==> src/rtl/rtcc_pkg.sv <==
package rtcc_pkg;

  localparam int IDX_W  = 3;
  localparam int BYTE_W = 8;
  localparam int NREGS  = 1 << IDX_W;

  localparam int SEC_W  = 7;
  localparam int HOUR_W = 6;
  localparam int DOW_W  = 3;
  localparam int DATE_W = 6;
  localparam int MON_W  = 5;

  typedef struct packed {
    logic              halt;
    logic [SEC_W-1:0]  sec;
    logic [SEC_W-1:0]  min;
    logic              cen_en;
    logic              cen;
    logic [HOUR_W-1:0] hour;
    logic [DOW_W-1:0]  dow;
    logic [DATE_W-1:0] date;
    logic [MON_W-1:0]  mon;
    logic [BYTE_W-1:0] yr;
  } rtcc_time_t;

  typedef enum logic [IDX_W-1:0] {
    IX_SEC  = 3'd0,
    IX_MIN  = 3'd1,
    IX_HOUR = 3'd2,
    IX_DOW  = 3'd3,
    IX_DATE = 3'd4,
    IX_MON  = 3'd5,
    IX_YEAR = 3'd6,
    IX_CTRL = 3'd7
  } rtcc_idx_e;

  // BCD increment of a two-digit value
  function automatic logic [7:0] bcd_inc(input logic [7:0] v);
    if (v[3:0] >= 4'd9) bcd_inc = {v[7:4] + 4'd1, 4'd0};
    else                bcd_inc = {v[7:4], v[3:0] + 4'd1};
  endfunction

  // leap test: tens*10+ones mod 4 == (2*tens+ones) mod 4
  function automatic logic is_leap(input logic [7:0] yr);
    logic [4:0] s;
    s = {yr[7:4], 1'b0} + {1'b0, yr[3:0]};
    is_leap = (s[1:0] == 2'b00);
  endfunction

  // last day of the month, BCD
  function automatic logic [7:0] last_day(input logic [7:0] mon, input logic [7:0] yr);
    case (mon)
      8'h02:                      last_day = is_leap(yr) ? 8'h29 : 8'h28;
      8'h04, 8'h06, 8'h09, 8'h11: last_day = 8'h30;
      default:                    last_day = 8'h31;
    endcase
  endfunction

endpackage

==> src/rtl/rtcc_tick_gate.sv <==
module rtcc_tick_gate (
  input  logic clk,
  input  logic rst_n,
  input  logic tick_i,
  input  logic busy_i,
  input  logic halt_i,
  input  logic wr_i,
  output logic apply_o,
  output logic held_o
);

  logic held_q, held_d;
  logic want;

  assign want    = tick_i | held_q;
  assign apply_o = want && !busy_i && !halt_i && !wr_i;
  assign held_o  = held_q;

  always_comb begin
    if (halt_i)      held_d = 1'b0;
    else if (busy_i) held_d = held_q | tick_i;
    else             held_d = held_q & tick_i;
  end

  always_ff @(posedge clk) begin
    if (!rst_n) held_q <= 1'b0;
    else        held_q <= held_d;
  end

  // a held tick never gets applied while the host is still reading
  a_r11_held_waits: assert property (@(posedge clk) disable iff (!rst_n)
    (held_q && busy_i) |-> !apply_o);

endmodule

==> src/rtl/rtcc_advance.sv <==
module rtcc_advance
  import rtcc_pkg::*;
(
  input  rtcc_time_t cur_i,
  output rtcc_time_t nxt_o,
  output logic       sec_wrap_o,
  output logic       min_wrap_o,
  output logic       day_carry_o,
  output logic       month_end_o,
  output logic       year_wrap_o
);

  logic [7:0] sec8, min8, hour8, date8, mon8, end8;

  assign sec8  = {1'b0, cur_i.sec};
  assign min8  = {1'b0, cur_i.min};
  assign hour8 = {2'b0, cur_i.hour};
  assign date8 = {2'b0, cur_i.date};
  assign mon8  = {3'b0, cur_i.mon};
  assign end8  = last_day(mon8, cur_i.yr);

  assign sec_wrap_o  = sec8 >= 8'h59;
  assign min_wrap_o  = sec_wrap_o && (min8 >= 8'h59);
  assign day_carry_o = min_wrap_o && (hour8 >= 8'h23);
  assign month_end_o = day_carry_o && (date8 >= end8);
  assign year_wrap_o = month_end_o && (mon8 >= 8'h12) && (cur_i.yr >= 8'h99);

  always_comb begin
    logic [7:0] t;
    nxt_o = cur_i;
    t = bcd_inc(sec8);
    nxt_o.sec = sec_wrap_o ? '0 : t[SEC_W-1:0];
    if (sec_wrap_o) begin
      t = bcd_inc(min8);
      nxt_o.min = min_wrap_o ? '0 : t[SEC_W-1:0];
    end
    if (min_wrap_o) begin
      t = bcd_inc(hour8);
      nxt_o.hour = day_carry_o ? '0 : t[HOUR_W-1:0];
    end
    if (day_carry_o) begin
      nxt_o.dow = (cur_i.dow >= 3'd7 || cur_i.dow == 3'd0) ? 3'd1 : cur_i.dow + 3'd1;
      t = bcd_inc(date8);
      nxt_o.date = month_end_o ? 6'h01 : t[DATE_W-1:0];
    end
    if (month_end_o) begin
      t = bcd_inc(mon8);
      nxt_o.mon = (mon8 >= 8'h12) ? 5'h01 : t[MON_W-1:0];
      if (mon8 >= 8'h12) begin
        nxt_o.yr = (cur_i.yr >= 8'h99) ? 8'h00 : bcd_inc(cur_i.yr);
      end
    end
    if (year_wrap_o && cur_i.cen_en) nxt_o.cen = ~cur_i.cen;
  end

endmodule

==> src/rtl/rtcc_regfile.sv <==
module rtcc_regfile
  import rtcc_pkg::*;
(
  input  logic              clk,
  input  logic              rst_n,
  input  logic              wr_en_i,
  input  logic [IDX_W-1:0]  wr_idx_i,
  input  logic [BYTE_W-1:0] wr_data_i,
  input  logic              apply_i,
  input  rtcc_time_t        nxt_i,
  input  logic [IDX_W-1:0]  rd_idx_i,
  output logic [BYTE_W-1:0] rd_data_o,
  output rtcc_time_t        cur_o
);

  rtcc_time_t q, d;

  localparam rtcc_time_t RESET_VAL = '{halt: 1'b0, sec: '0, min: '0, cen_en: 1'b0,
                                      cen: 1'b0, hour: '0, dow: 3'd1, date: 6'h01,
                                      mon: 5'h01, yr: 8'h00};

  always_comb begin
    d = q;
    if (wr_en_i) begin
      case (rtcc_idx_e'(wr_idx_i))
        IX_SEC:  begin d.halt = wr_data_i[7]; d.sec = wr_data_i[SEC_W-1:0]; end
        IX_MIN:  d.min = wr_data_i[SEC_W-1:0];
        IX_HOUR: begin
          d.cen_en = wr_data_i[7];
          d.cen    = wr_data_i[6];
          d.hour   = wr_data_i[HOUR_W-1:0];
        end
        IX_DOW:  d.dow  = wr_data_i[DOW_W-1:0];
        IX_DATE: d.date = wr_data_i[DATE_W-1:0];
        IX_MON:  d.mon  = wr_data_i[MON_W-1:0];
        IX_YEAR: d.yr   = wr_data_i;
        default: d = q;
      endcase
    end else if (apply_i) begin
      d = nxt_i;
    end
  end

  always_ff @(posedge clk) begin
    if (!rst_n) q <= RESET_VAL;
    else        q <= d;
  end

  assign cur_o = q;

  logic [BYTE_W-1:0] view [NREGS];
  assign view[IX_SEC]  = {q.halt, q.sec};
  assign view[IX_MIN]  = {1'b0, q.min};
  assign view[IX_HOUR] = {q.cen_en, q.cen, q.hour};
  assign view[IX_DOW]  = {{(BYTE_W-DOW_W){1'b0}}, q.dow};
  assign view[IX_DATE] = {{(BYTE_W-DATE_W){1'b0}}, q.date};
  assign view[IX_MON]  = {{(BYTE_W-MON_W){1'b0}}, q.mon};
  assign view[IX_YEAR] = q.yr;
  assign view[IX_CTRL] = '0;

  assign rd_data_o = view[rd_idx_i];

  // a write to the seconds register lands regardless of a tick
  a_r12_write_wins: assert property (@(posedge clk) disable iff (!rst_n)
    (wr_en_i && wr_idx_i == 3'd0) |=> (q.sec == $past(wr_data_i[SEC_W-1:0])));

  // day of week wraps from 7 to 1
  a_r4_dow_wrap: assert property (@(posedge clk) disable iff (!rst_n)
    (apply_i && !wr_en_i && q.dow == 3'd7 && q.hour == 6'h23 && q.min == 7'h59 && q.sec == 7'h59)
    |=> (q.dow == 3'd1));

endmodule

==> src/rtl/rtc_calendar_core.sv <==
module rtc_calendar_core
  import rtcc_pkg::*;
(
  input  logic       clk,
  input  logic       rst_n,
  input  logic       sec_tick_i,
  input  logic       rd_busy_i,
  input  logic       wr_en_i,
  input  logic [2:0] wr_idx_i,
  input  logic [7:0] wr_data_i,
  input  logic [2:0] rd_idx_i,
  output logic [7:0] rd_data_o
);

  rtcc_time_t cur, nxt;
  logic apply, held;
  logic sec_wrap, min_wrap, day_carry, month_end, year_wrap;

  rtcc_tick_gate u_gate (
    .clk     (clk),
    .rst_n   (rst_n),
    .tick_i  (sec_tick_i),
    .busy_i  (rd_busy_i),
    .halt_i  (cur.halt),
    .wr_i    (wr_en_i),
    .apply_o (apply),
    .held_o  (held)
  );

  rtcc_advance u_adv (
    .cur_i       (cur),
    .nxt_o       (nxt),
    .sec_wrap_o  (sec_wrap),
    .min_wrap_o  (min_wrap),
    .day_carry_o (day_carry),
    .month_end_o (month_end),
    .year_wrap_o (year_wrap)
  );

  rtcc_regfile u_regs (
    .clk       (clk),
    .rst_n     (rst_n),
    .wr_en_i   (wr_en_i),
    .wr_idx_i  (wr_idx_i),
    .wr_data_i (wr_data_i),
    .apply_i   (apply),
    .nxt_i     (nxt),
    .rd_idx_i  (rd_idx_i),
    .rd_data_o (rd_data_o),
    .cur_o     (cur)
  );

  // nothing moves while the host reads
  a_r10_frozen_in_read: assert property (@(posedge clk) disable iff (!rst_n)
    (rd_busy_i && !wr_en_i) |=> $stable(cur));

  // a held tick is applied on the first cycle after the read
  a_r10_release: assert property (@(posedge clk) disable iff (!rst_n)
    (held && !rd_busy_i && !cur.halt && !wr_en_i) |=> (cur.sec != $past(cur.sec)));

  // a halted clock does not count
  a_r9_halt_holds: assert property (@(posedge clk) disable iff (!rst_n)
    (cur.halt && !wr_en_i) |=> $stable(cur));

  // seconds wrap to zero
  a_r3_sec_wrap: assert property (@(posedge clk) disable iff (!rst_n)
    (apply && !wr_en_i && sec_wrap) |=> (cur.sec == '0));

  // century flag is untouched when not enabled
  a_r8_cen_hold: assert property (@(posedge clk) disable iff (!rst_n)
    (!cur.cen_en && !wr_en_i) |=> $stable(cur.cen));

endmodule

==> config.mk <==
export PLATFORM = sky130hd
export DESIGN_NAME = rtc_calendar_core
export DESIGN_NICKNAME = d
export VERILOG_FILES = /design/src/rtl/rtcc_pkg.sv /design/src/rtl/rtcc_tick_gate.sv /design/src/rtl/rtcc_advance.sv /design/src/rtl/rtcc_regfile.sv /design/src/rtl/rtc_calendar_core.sv
export SDC_FILE = /design/constraint.sdc
export NUM_CORES = 1
export LEC_CHECK = 0
export BUFFER_PORTS_ARGS = -buffer_cell sky130_fd_sc_hd__buf_2
export CORE_MARGIN = 5
export CORE_UTILIZATION = 55
export CTS_CLUSTER_DIAMETER = 40
export DETAILED_ROUTE_END_ITERATION = 16
export GPL_ROUTABILITY_DRIVEN = 0
export PLACE_DENSITY = 0.7
export SLEW_MARGIN = 20
export SYNTH_ARGS = -nofsm -noshare
export SYNTH_HDL_FRONTEND = slang
export SYNTH_HIERARCHICAL = 1
export SYNTH_SLANG_ARGS = --single-unit
==> constraint.sdc <==
create_clock -name clk -period 4.25 [get_ports clk]
set_input_delay 0.2125 -clock clk [delete_from_list [all_inputs] [get_ports clk]]
set_output_delay 0.2125 -clock clk [all_outputs]
set_load 0.02 [all_outputs]
* Word level (Yosys, flattened, before mapping)
Cells that the tools add are included.
** Word-level totals
- Bits in registers :: 46
- Output and inout bits :: 8
- Word-level logic and storage cells :: 149
** Operators by class
- Bitwise gates (word level) :: 5
- Muxes and demuxes :: 34
- Reduce and logical (&&, ||, !) cells :: 47
- $lt $le $gt $ge :: 14
- $add $sub $neg :: 14
- Equal/unequal tests :: 18
** Operators by type and width (count)
- $mux W8 :: 8
- $mux W45 :: 1
- $mux W44 :: 1
- $mux W7 :: 6
- $mux W6 :: 6
- $add A4 B1 Y4 const B :: 7
- $ge A4 B4 Y1 const B :: 7
- $bmux W8 S3 :: 1
- $reduce_and A3 Y1 :: 7
- $reduce_and A4 Y1 :: 5
- $reduce_bool A3 Y1 :: 6
- $pmux W8 S2 :: 1
- $mux W5 :: 3
- $ge A7 B7 Y1 const B :: 2
- $ne A2 B1 Y1 const B :: 7
- $reduce_bool A2 Y1 :: 7
- $mux W13 :: 1
- $eq A5 B3 Y1 const B :: 2
- $add A3 B1 Y3 const B :: 3
- $eq A3 B3 Y1 const B :: 3
- $logic_and A1 B1 Y1 :: 9
- $mux W9 :: 1
- $ge A6 B8 Y1 :: 1
- $ge A8 B8 Y1 const B :: 1
- 25 further kinds :: 36

* Longest topological paths before layout
Gate-level depths: netlist of the first run.
- Depth after elaboration :: 12
- Mapped depth :: 16

* Modules after synthesis
The synthesis of the first run kept the hierarchy.
** By module, submodules not included
- rtcc_regfile :: area an instance 2681.3 µm², instances 1, cells an instance 269
- rtcc_advance :: area an instance 1695.4 µm², instances 1, cells an instance 238
- rtcc_tick_gate :: area an instance 50.0 µm², instances 1, cells an instance 5

* Worst setup path before layout of the first run
No wires, ideal clock.
- Kind :: register to register
- Start point :: register u_regs.q (netlist bit u_regs/cur_o[9])
- End point :: register u_regs.q (netlist bit u_regs/cur_o[6])
- Arrival :: 2.919 ns
- Data required time :: 4.134 ns
- Slack :: 1.215 ns
- Stages on the path, launching flop included :: 15
- Cell sequence :: dfxtp_1 > ha_1 > nor4b_1 > inv_1 > o32ai_1 > ha_1 > nor4b_1 > o211ai_2 > nand4_4 > inv_4 > and4_4 > o21ba_1 > mux2i_1 > o21ai_0 > o211a_1
** Between the ends
- Longest elaborated chain between the ends :: 7
** Ends and longest elaborated chain
- start: declaration :: RTL line rtcc_regfile.sv:16 : rtcc_time_t q, d;
- start signal: assignment :: RTL line rtcc_regfile.sv:45 : if (!rst_n) q <= RESET_VAL;
- start signal: assignment :: RTL line rtcc_regfile.sv:46 : else q <= d;
- $eq A5 B3 Y1, or another cell as far along :: RTL line rtcc_pkg.sv:52 : case (mon)
- $reduce_or A4 Y1 :: RTL line rtcc_pkg.sv:52
- $pmux W8 S2 :: RTL line rtcc_pkg.sv:52
- $ge A6 B8 Y1 :: RTL line rtcc_advance.sv:25 : assign month_end_o = day_carry_o && (date8 >= end8);
- $logic_and A1 B1 Y1 :: RTL line rtcc_advance.sv:25
- $reduce_bool A2 Y1 (no line)
- $reduce_and A5 Y1 (no line) (*)
Every way passes the cells marked *; elsewhere a longest branch is shown, timed or not.
A chain may end at the register's enable or synchronous reset.

* Worst setup path in the final report of the first run
- Start point :: register u_regs.q (netlist bit u_regs/cur_o[9])
- End point :: register u_regs.q (netlist bit u_regs/cur_o[6])
** Between the ends
- Longest elaborated chain between the ends :: 7
** Ends and longest elaborated chain
- $eq A5 B3 Y1, or another cell as far along :: RTL line rtcc_pkg.sv:52
- $reduce_or A4 Y1 :: RTL line rtcc_pkg.sv:52
- $pmux W8 S2 (*) :: RTL line rtcc_pkg.sv:52
- $ge A6 B8 Y1 (*) :: RTL line rtcc_advance.sv:25
- $logic_and A1 B1 Y1 (*) :: RTL line rtcc_advance.sv:25
- via month_end :: RTL line rtc_calendar_core.sv:17 : logic sec_wrap, min_wrap, day_carry, month_end, year_wrap;
- $reduce_bool A2 Y1 (no line) (*)
- $reduce_and A5 Y1 (no line) (*)
Mark *: on every way through the listed nets, which the timed path passes. The rest lies on a longest branch.

==> flow_summary.json, run 1 <==
{
  "vias": 4082,
  "cts_tree": "yes",
  "area_growth_pct": 4.10,
  "crit_fanout": 15,
  "setup_ws_ns": 0.728,
  "cts_sinks": 46,
  "synthArstFlopShare": 0,
  "grt_pass1_wl_um": 19600,
  "die_x_um": 99.7,
  "die_y_um": 99.7,
  "yosys_most_used_dff": "dfxtp_1",
  "die_area_um2": 9940,
  "std_cell_rows": 32,
  "io_buffers": 26,
  "cap_violations": 0,
  "start_util": 0.570,
  "postCtsSetupRepairBufs": 0,
  "hold_violations": 0,
  "ys_warn_count": 6,
  "setup_viol": 0,
  "cts-root-buf": "clkbuf_8",
  "yosysTopAreaCell": "dfxtp_1",
  "grt_overflow": 0,
  "place_hpwl_um": 8570,
  "crit_type": "reg2reg",
  "max_freq_mhz": 284,
  "ios": 27,
  "synth_area_leaders": "dfxtp_1 (21%), mux2i_1 (14%), ha_1 (9.3%)",
  "synthCells": 512,
  "pre_cts_ws_ns": 0.734,
  "synth_edf_count": 0,
  "drive_gt1_frac": 0.108,
  "hp-class": "in2reg",
  "finalNetCount": 562,
  "drt_iter0_markers": 336,
  "most-common-layout-cells": "mux2i_1 (60), o21ai_0 (55), dfxtp_1 (46), o211a_1 (36), ha_1 (33)",
  "critPathArrivalTime_ns": 3.72,
  "relSlewSlack": 0.374,
  "power_mw": 1.11,
  "totalWireLength_um": 12300,
  "fin_tns_setup_ns": 0,
  "netlist_area_um2": 4430,
  "cts_buffer_depth": 2,
  "finClkSkew_ns": 0.0200,
  "whs_ns": 0.322,
  "postCtsHoldBufs": 0,
  "drc_errors": 0,
  "outcome": "complete, no violations",
  "post-route-min-period_ns": 3.52,
  "rsz0062_at_grt": "false",
  "drtAntennaViolNets": 0,
  "fillers": 692,
  "antenna_found_initial": 0,
  "synth.distinct_cells": 72,
  "clk_latency_ns": 0.31,
  "grt_usage": 0.242,
  "grt_pass1_vias": 3713,
  "worst_slew_pin_slew_ns": 0.938,
  "synth_seq_area_share": 0.208,
  "total_leakage_power_nw": 2.41,
  "htree_levels": 2,
  "layout_commonest_cell": "mux2i_1",
  "post-route-cell-area_um2": 4610,
  "cts_made_buffers": 5,
  "avgSynthCellArea_um2": 8.65,
  "syn-num-nets": 564,
  "cp-end-kind": "flip-flop",
  "yosys.area.top_type_share": 0.208,
  "vdd_drop_max_v": 0.000139,
  "required_ns": 4.45,
  "slew_violations": 0,
  "p_per_area_nw_per_um2": 241,
  "ys_seq_elements": 46,
  "layout.area.seq_um2": 921,
  "multi_input_area_um2": 3170,
  "vias_per_cell": 6.66,
  "wl_per_cell_um": 20.0,
  "antenna_cells": 0,
  "cts_resized": 0,
  "postPlaceCellArea_um2": 4500,
  "cts.clk_slew.worst_paths_ns": 0.09,
  "first_pass_iters": 5,
  "cp-start-kind": "flip-flop",
  "final.period_utilization": 0.829,
  "core_um2": 7770,
  "grt_max_degree": 54
}
[layer usage]
metal,up-vias,global-route usage,part of all wire
met5,-,0,0
met4,0,0.0504,0.011
met2,178,0.377,0.45
met3,17,0.0323,0.071
li1,1923,-,-
met1,1964,0.356,0.46
[worst paths after layout]
path                          from               end  slack, ns  cells after the start
setup reg to reg   u_regs/cur_o[9]   u_regs/cur_o[6]       0.73                     14
hold / removal        wr_data_i[7]  u_regs/cur_o[29]       0.32                      4
setup / recovery   u_regs/cur_o[9]   u_regs/cur_o[6]       0.73                     14
hold reg to reg   u_regs/cur_o[28]  u_regs/cur_o[28]       0.58                      1
[where the power goes]
group / internal [mW] / leakage (nW) / switching, mW / total, mW
sequential: 0.458 / 0.376 / 0.0545 / 0.512
combinational: 0.116 / 1.98 / 0.144 / 0.260
clock: 0.176 / 0.0514 / 0.161 / 0.337
[synthesized netlist by cell type, types with 4 or more instances]
master and count:
nor2_1 27, o21ai_1 8, a21oi_1 9, o211a_1 36, nor4b_1 4, and4b_1 5
o311a_1 8, dfxtp_1 46, ha_1 33, a41oi_1 4, xnor2_1 5, o21ai_0 55
mux2i_1 60, or2_1 5, buf_4 9, clkbuf_1 13, nand2_1 16, xor2_1 8
o31ai_1 5, inv_1 32, o21a_1 5, nor3_1 12, nand3_1 15, buf_2 11
[per-stage QoR]
| stage | util | cells |
|---|---|---|
| 5_1_grt | 0.593 | 613 |
| 2_1_floorplan | - | 512 |
| 3_5_place_dp | 0.579 | 605 |
| 4_1_cts | 0.593 | 613 |
| 3_3_place_gp | 0.579 | 605 |
| 6_report | 0.593 | 613 |
[cell families after synthesis]
family | count (synthesis) | share of synthesized area
muxes | 62 | 0.146
xor gates and xnor gates | 13 | 0.0257
adders and majority gates | 34 | 0.0958
and+or+nand+nor | 119 | 0.163
AOI/OAI and AO/OA | 166 | 0.283
DFF | 46 | 0.208
buffers and inverters | 72 | 0.0780
[flip-flops by register name (all words and copies together), names as in the netlist]
name,cells
u_gate/held_o,1
u_regs/cur_o,45
[worst max-delay path, stage by stage, from the launching register on]
cell and delay (ns):
dfxtp_1 0.48, ha_1 0.27, nor4b_1 0.37, inv_1 0.11, o32ai_1 0.28, ha_1 0.28, nor4b_1 0.39, o211ai_2 0.21
nand4_4 0.19, inv_4 0.10, and4_4 0.19, o21ba_1 0.17, mux2i_1 0.12, o21ai_0 0.11, o211a_1 0.14
[cell type report]
| cell class | instances | share of cell area |
|---|---|---|
| Multi-Input combinational cell | 394 | 0.687 |
| Sequential cell | 46 | 0.200 |
| Timing Repair Buffer | 28 | 0.0315 |
| Inverter | 35 | 0.0296 |
| Tap cell | 102 | 0.0277 |
| Clock buffer | 6 | 0.0157 |
| Clock inverter | 2 | 0.00815 |
Power figures use the tool's default switching activity.
==> inputs of run 2 (changes only) <==
- clock period: 4.25 -> 3.33 ns (I/O delays scaled with it)
==> flow_summary.json, run 2 (synthesis gave the netlist of run 1 again) <==
{
  "drt_iter0_markers": 354,
  "outcome": "complete, no violations",
  "die_x_um": 99.7,
  "most-common-layout-cells": "mux2i_1 (60), o21ai_0 (55), dfxtp_1 (46), o211a_1 (36)",
  "antenna_found_initial": 0,
  "max_freq_mhz": 324,
  "whs_path_depth": 4,
  "slew_violations": 0,
  "antenna_cells": 0,
  "area_growth_pct": 6.42,
  "rr_worst_depth": 15,
  "final.period_utilization": 0.927,
  "cts_buffer_depth": 2,
  "worst_slew_pin_slew_ns": 0.961,
  "setup_ws_ns": 0.243,
  "vias_per_cell": 6.67,
  "drc_errors": 0,
  "start_util": 0.570,
  "largest_register_ffs": 45,
  "required_ns": 3.55,
  "postCtsSetupRepairBufs": 0,
  "cts_tree": "yes",
  "htree_levels": 2,
  "drive_gt1_frac": 0.132,
  "fin_tns_setup_ns": 0,
  "crit_type": "reg2reg",
  "die_area_um2": 9940,
  "grt_usage": 0.252,
  "hold_violations": 0,
  "first_pass_iters": 5,
  "core_um2": 7770,
  "grt_max_degree": 48,
  "layout.cells.non_filler": 623,
  "total_leakage_power_nw": 2.46,
  "cp-end-kind": "flip-flop",
  "clk_latency_ns": 0.32,
  "io_buffers": 26,
  "finClkSkew_ns": 0.0155,
  "drtAntennaViolNets": 0,
  "crit_fanout": 15,
  "cts_made_buffers": 5,
  "cp-start-kind": "flip-flop",
  "grt_pass1_vias": 3828,
  "ios": 27,
  "dpl.cell_count": 615,
  "place_hpwl_um": 8960,
  "vias": 4155,
  "pre_cts_ws_ns": -0.0178,
  "postCtsHoldBufs": 0,
  "vdd_drop_max_v": 0.000184,
  "hp-class": "in2reg",
  "rsz0062_at_grt": "false",
  "critPathArrivalTime_ns": 3.30,
  "cts_sinks": 46,
  "layout_commonest_cell": "mux2i_1",
  "grt_overflow": 0,
  "totalWireLength_um": 12800,
  "wl_per_cell_um": 20.6,
  "setup_viol": 0,
  "finalNetCount": 572,
  "grt_pass1_wl_um": 20100,
  "die_y_um": 99.7,
  "std_cell_rows": 32,
  "p_per_area_nw_per_um2": 306,
  "cts-root-buf": "clkbuf_8",
  "cts.clk_slew.worst_paths_ns": 0.10,
  "relSlewSlack": 0.359,
  "cap_violations": 0,
  "post-route-min-period_ns": 3.09
}
run 2: path summary, 6_finish.rpt:
check	start	end	slack, ns
worst max-delay path	u_regs/cur_o[8]	u_regs/cur_o[6]	0.24
worst min-delay path	wr_data_i[7]	u_regs/cur_o[44]	0.27
worst max register to register	u_regs/cur_o[8]	u_regs/cur_o[6]	0.24
worst min register to register	u_regs/cur_o[28]	u_regs/cur_o[28]	0.56
run 2: layer usage:
| metal | vias to the layer above | GRT usage | part of all wire |
|---|---|---|---|
| met5 | - | 0 | 0 |
| met4 | 0 | 0.0882 | 0.021 |
| met3 | 20 | 0.0351 | 0.081 |
| met2 | 196 | 0.382 | 0.43 |
| met1 | 2002 | 0.364 | 0.46 |
| li1 | 1937 | - | - |
run 2: power breakdown:
group | total (mW) | internal [mW] | switching (mW)
Combinational | 0.355 | 0.155 | 0.200
Clock | 0.443 | 0.224 | 0.219
Sequential | 0.646 | 0.585 | 0.0618
Total | 1.44 | 0.963 | 0.481
run 2: area by class of cell:
class,instances,area (um^2)
Inverter,35,136
Sequential cell,46,921
Fill cell,691,3060
Clock inverter,3,45.0
Tap cell,102,128
Timing Repair Buffer,38,220
Multi-Input combinational cell,394,3190
Clock buffer,5,68.8
run 2: worst max-delay path, stage by stage, from the launching register on:
cell	delay, ns
dfxtp_1	0.32
inv_1	0.10
ha_2	0.22
nor4b_4	0.23
inv_1	0.10
o32ai_1	0.27
ha_1	0.28
nor4b_2	0.32
o211ai_2	0.19
nand4_4	0.17
inv_4	0.10
and4_4	0.19
o21ba_1	0.16
mux2i_1	0.10
o21ai_0	0.10
o211a_1	0.14
run 2: timing repair:
| action | in CTS | in global routing |
|---|---|---|
| pin swaps | 0 | 0 |
| endpoints found under the setup margin | 1 | 5 |
| gates resized for setup | 1 | 3 |
run 2: per-stage QoR:
stage	hold WS [ns]	total power [mW]	cell area [um^2]	utilization
final	0.271	1.44	4710	0.606
after global routing	0.277	1.51	4710	0.606
after CTS	0.255	1.44	4690	0.604
after floorplan	0.322	0.894	4430	-
after detailed placement	0.545	0.999	4570	0.589
after global placement	0.533	0.988	4570	0.589
==> inputs of run 3 (changes only) <==
- CORE_ASPECT_RATIO: default -> 0.9
- GPL_ROUTABILITY_DRIVEN: 0 -> default
- PLACE_DENSITY: 0.7 -> 0.71
- SYNTH_HIERARCHICAL: 1 -> default
==> flow_summary.json, run 3 <==
{
  "vdd_drop_max_v": 0.000183,
  "area_growth_pct": 9.08,
  "synth_commonest_cells": "nand2_1 (49), dfxtp_1 (46), o21ai_0 (38), ha_1 (33), inv_1 (33)",
  "synthArstFlopShare": 0,
  "yosys.area_share.adder": 0.112,
  "die_y_um": 87.8,
  "finalCoreUtilization": 0.615,
  "synth_edf_count": 0,
  "hold_violations": 0,
  "avgSynthCellArea_um2": 8.10,
  "slew_violations": 0,
  "synth.distinct_cells": 70,
  "vias": 3685,
  "synth_seq_area_share": 0.249,
  "antenna_found_initial": 0,
  "std_cell_rows": 28,
  "cap_violations": 0,
  "wl_per_cell_um": 19.6,
  "critPathArrivalTime_ns": 3.42,
  "gp_congestion": 0.912,
  "totalWireLength_um": 11200,
  "layout_commonest_cell": "nand2_1",
  "total_leakage_power_nw": 1.68,
  "cts_tree": "yes",
  "yosysTopAreaCell": "dfxtp_1",
  "grt_pass1_wl_um": 17800,
  "cts_sinks": 46,
  "grt_usage": 0.273,
  "cts-root-buf": "clkbuf_8",
  "cp-end-kind": "flip-flop",
  "antenna_cells": 0,
  "die_area_um2": 8460,
  "crit_fanout": 6,
  "die_x_um": 96.4,
  "pre_cts_ws_ns": 0.0174,
  "cts.clk_slew.worst_paths_ns": 0.09,
  "netlist_area_um2": 3690,
  "outcome": "complete, no violations",
  "syn-num-nets": 508,
  "setup_viol": 0,
  "clk_latency_ns": 0.30,
  "worst_slew_pin_slew_ns": 0.777,
  "setup_ws_ns": 0.108,
  "final.period_utilization": 0.967,
  "place_hpwl_um": 8380,
  "finalNetCount": 531,
  "most-common-layout-cells": "nand2_1 (49), dfxtp_1 (44), o21ai_0 (37), inv_1 (33), ha_1 (33)",
  "relSlewSlack": 0.478,
  "p_per_area_nw_per_um2": 293,
  "yosysMostFrequentCell": "nand2_1",
  "finClkSkew_ns": 0.00606,
  "post-route-cell-area_um2": 4030,
  "io_buffers": 26,
  "muxShareOfSynthArea": 0.0694,
  "cp-start-kind": "flip-flop",
  "synth_compound_area_frac": 0.301,
  "cts_made_buffers": 5,
  "drtAntennaViolNets": 0,
  "drive_gt1_frac": 0.154,
  "start_util": 0.564,
  "htree_levels": 2,
  "grt_pass1_vias": 3360,
  "r2r_slack_ns": 0.11,
  "grt_max_degree": 43,
  "yosys.area.top_type_share": 0.249,
  "post-route-min-period_ns": 3.22,
  "crit_type": "reg2reg",
  "synth_top_family_by_area": "compound AO/OA/AOI/OAI gates",
  "synthCells": 456,
  "core_um2": 6550,
  "ys_warn_count": 0,
  "drc_errors": 0,
  "required_ns": 3.53,
  "drt_iter0_markers": 415,
  "yosys_most_used_dff": "dfxtp_1",
  "ys_seq_elements": 46,
  "vias_per_cell": 6.46,
  "synth-xor-area-share": 0.00948,
  "max_freq_mhz": 310,
  "fin_tns_setup_ns": 0,
  "rsz0062_at_grt": "false",
  "yosys.area_share.simple": 0.202,
  "ios": 27,
  "postPlaceCellArea_um2": 3920,
  "synth_area_leaders": "dfxtp_1 (25%), ha_1 (11%), o21ai_0 (5.1%)",
  "grt_overflow": 0,
  "first_pass_iters": 5,
  "cts_buffer_depth": 2,
  "hp-class": "in2reg",
  "largest_register_ffs": 45
}
run 3: kinds of logic after synthesis:
logic type / after synthesis
adder cells (fa/ha/maj): 33
XOR/XNOR: 4
AND/OR/NAND/NOR: 145
buffers and inverters: 54
AO/OA/AOI/OAI: 155
flip-flops: 46
multiplexers: 19
run 3: what timing repair did:
action | in CTS | in global routing
setup endpoints to repair | 0 | 12
hold endpoints to repair | 0 | 0
resized for setup | 0 | 4
hold buffers | 0 | 0
setup buffers | 0 | 1
run 3: metrics by stage:
stage	power, mW	hold slack [ns]	cells
6_report	1.18	0.137	570
5_1_grt	1.24	0.137	570
4_1_cts	1.18	0.138	569
3_5_place_dp	0.821	0.458	561
3_3_place_gp	0.815	0.440	561
2_1_floorplan	0.744	0.311	456
run 3: final cells by class:
type / instances / area [um^2]
Clock inverter: 1 / 5.00
Multi-Input combinational cell: 356 / 2570
Fill cell: 600 / 2520
Inverter: 34 / 128
Sequential cell: 46 / 923
Clock buffer: 7 / 86.3
Timing Repair Buffer: 36 / 205
Tap cell: 90 / 113
run 3: routing by layer:
layer	wire length [um]	share of wire	track usage	vias to the layer above
li1	-	-	-	1745
met1	4930	0.44	0.379	1759
met2	5130	0.46	0.432	165
met3	982	0.088	0.0662	16
met4	151	0.014	0.0573	0
met5	0	0	0	-
run 3: critical path, stage by stage, from the launching register on:
cell and delay (ns):
dfxtp_2 0.39, inv_1 0.09, ha_1 0.23, o21ai_1 0.15
nor2_1 0.07, a31oi_1 0.14, o21ai_0 0.09, a31oi_1 0.16
ha_1 0.25, or4b_1 0.53, a31oi_4 0.23, nor4b_4 0.12
a32oi_4 0.33, a311oi_1 0.09, a211oi_1 0.26
run 3: report_power, final:
group,total [mW],internal (mW),switching [mW]
registers,0.595,0.567,0.0287
logic,0.219,0.0801,0.139
clock network,0.366,0.168,0.198
total,1.18,0.815,0.366
run 3: path summary, 6_finish.rpt:
check                       start               end  cells after the start
setup / recovery  u_regs.cur_o[8]   u_regs.cur_o[9]                     14
hold / removal       wr_data_i[7]  u_regs.cur_o[29]                      3
setup reg to reg  u_regs.cur_o[8]   u_regs.cur_o[9]                     14
hold reg to reg     u_gate.held_o     u_gate.held_o                      2
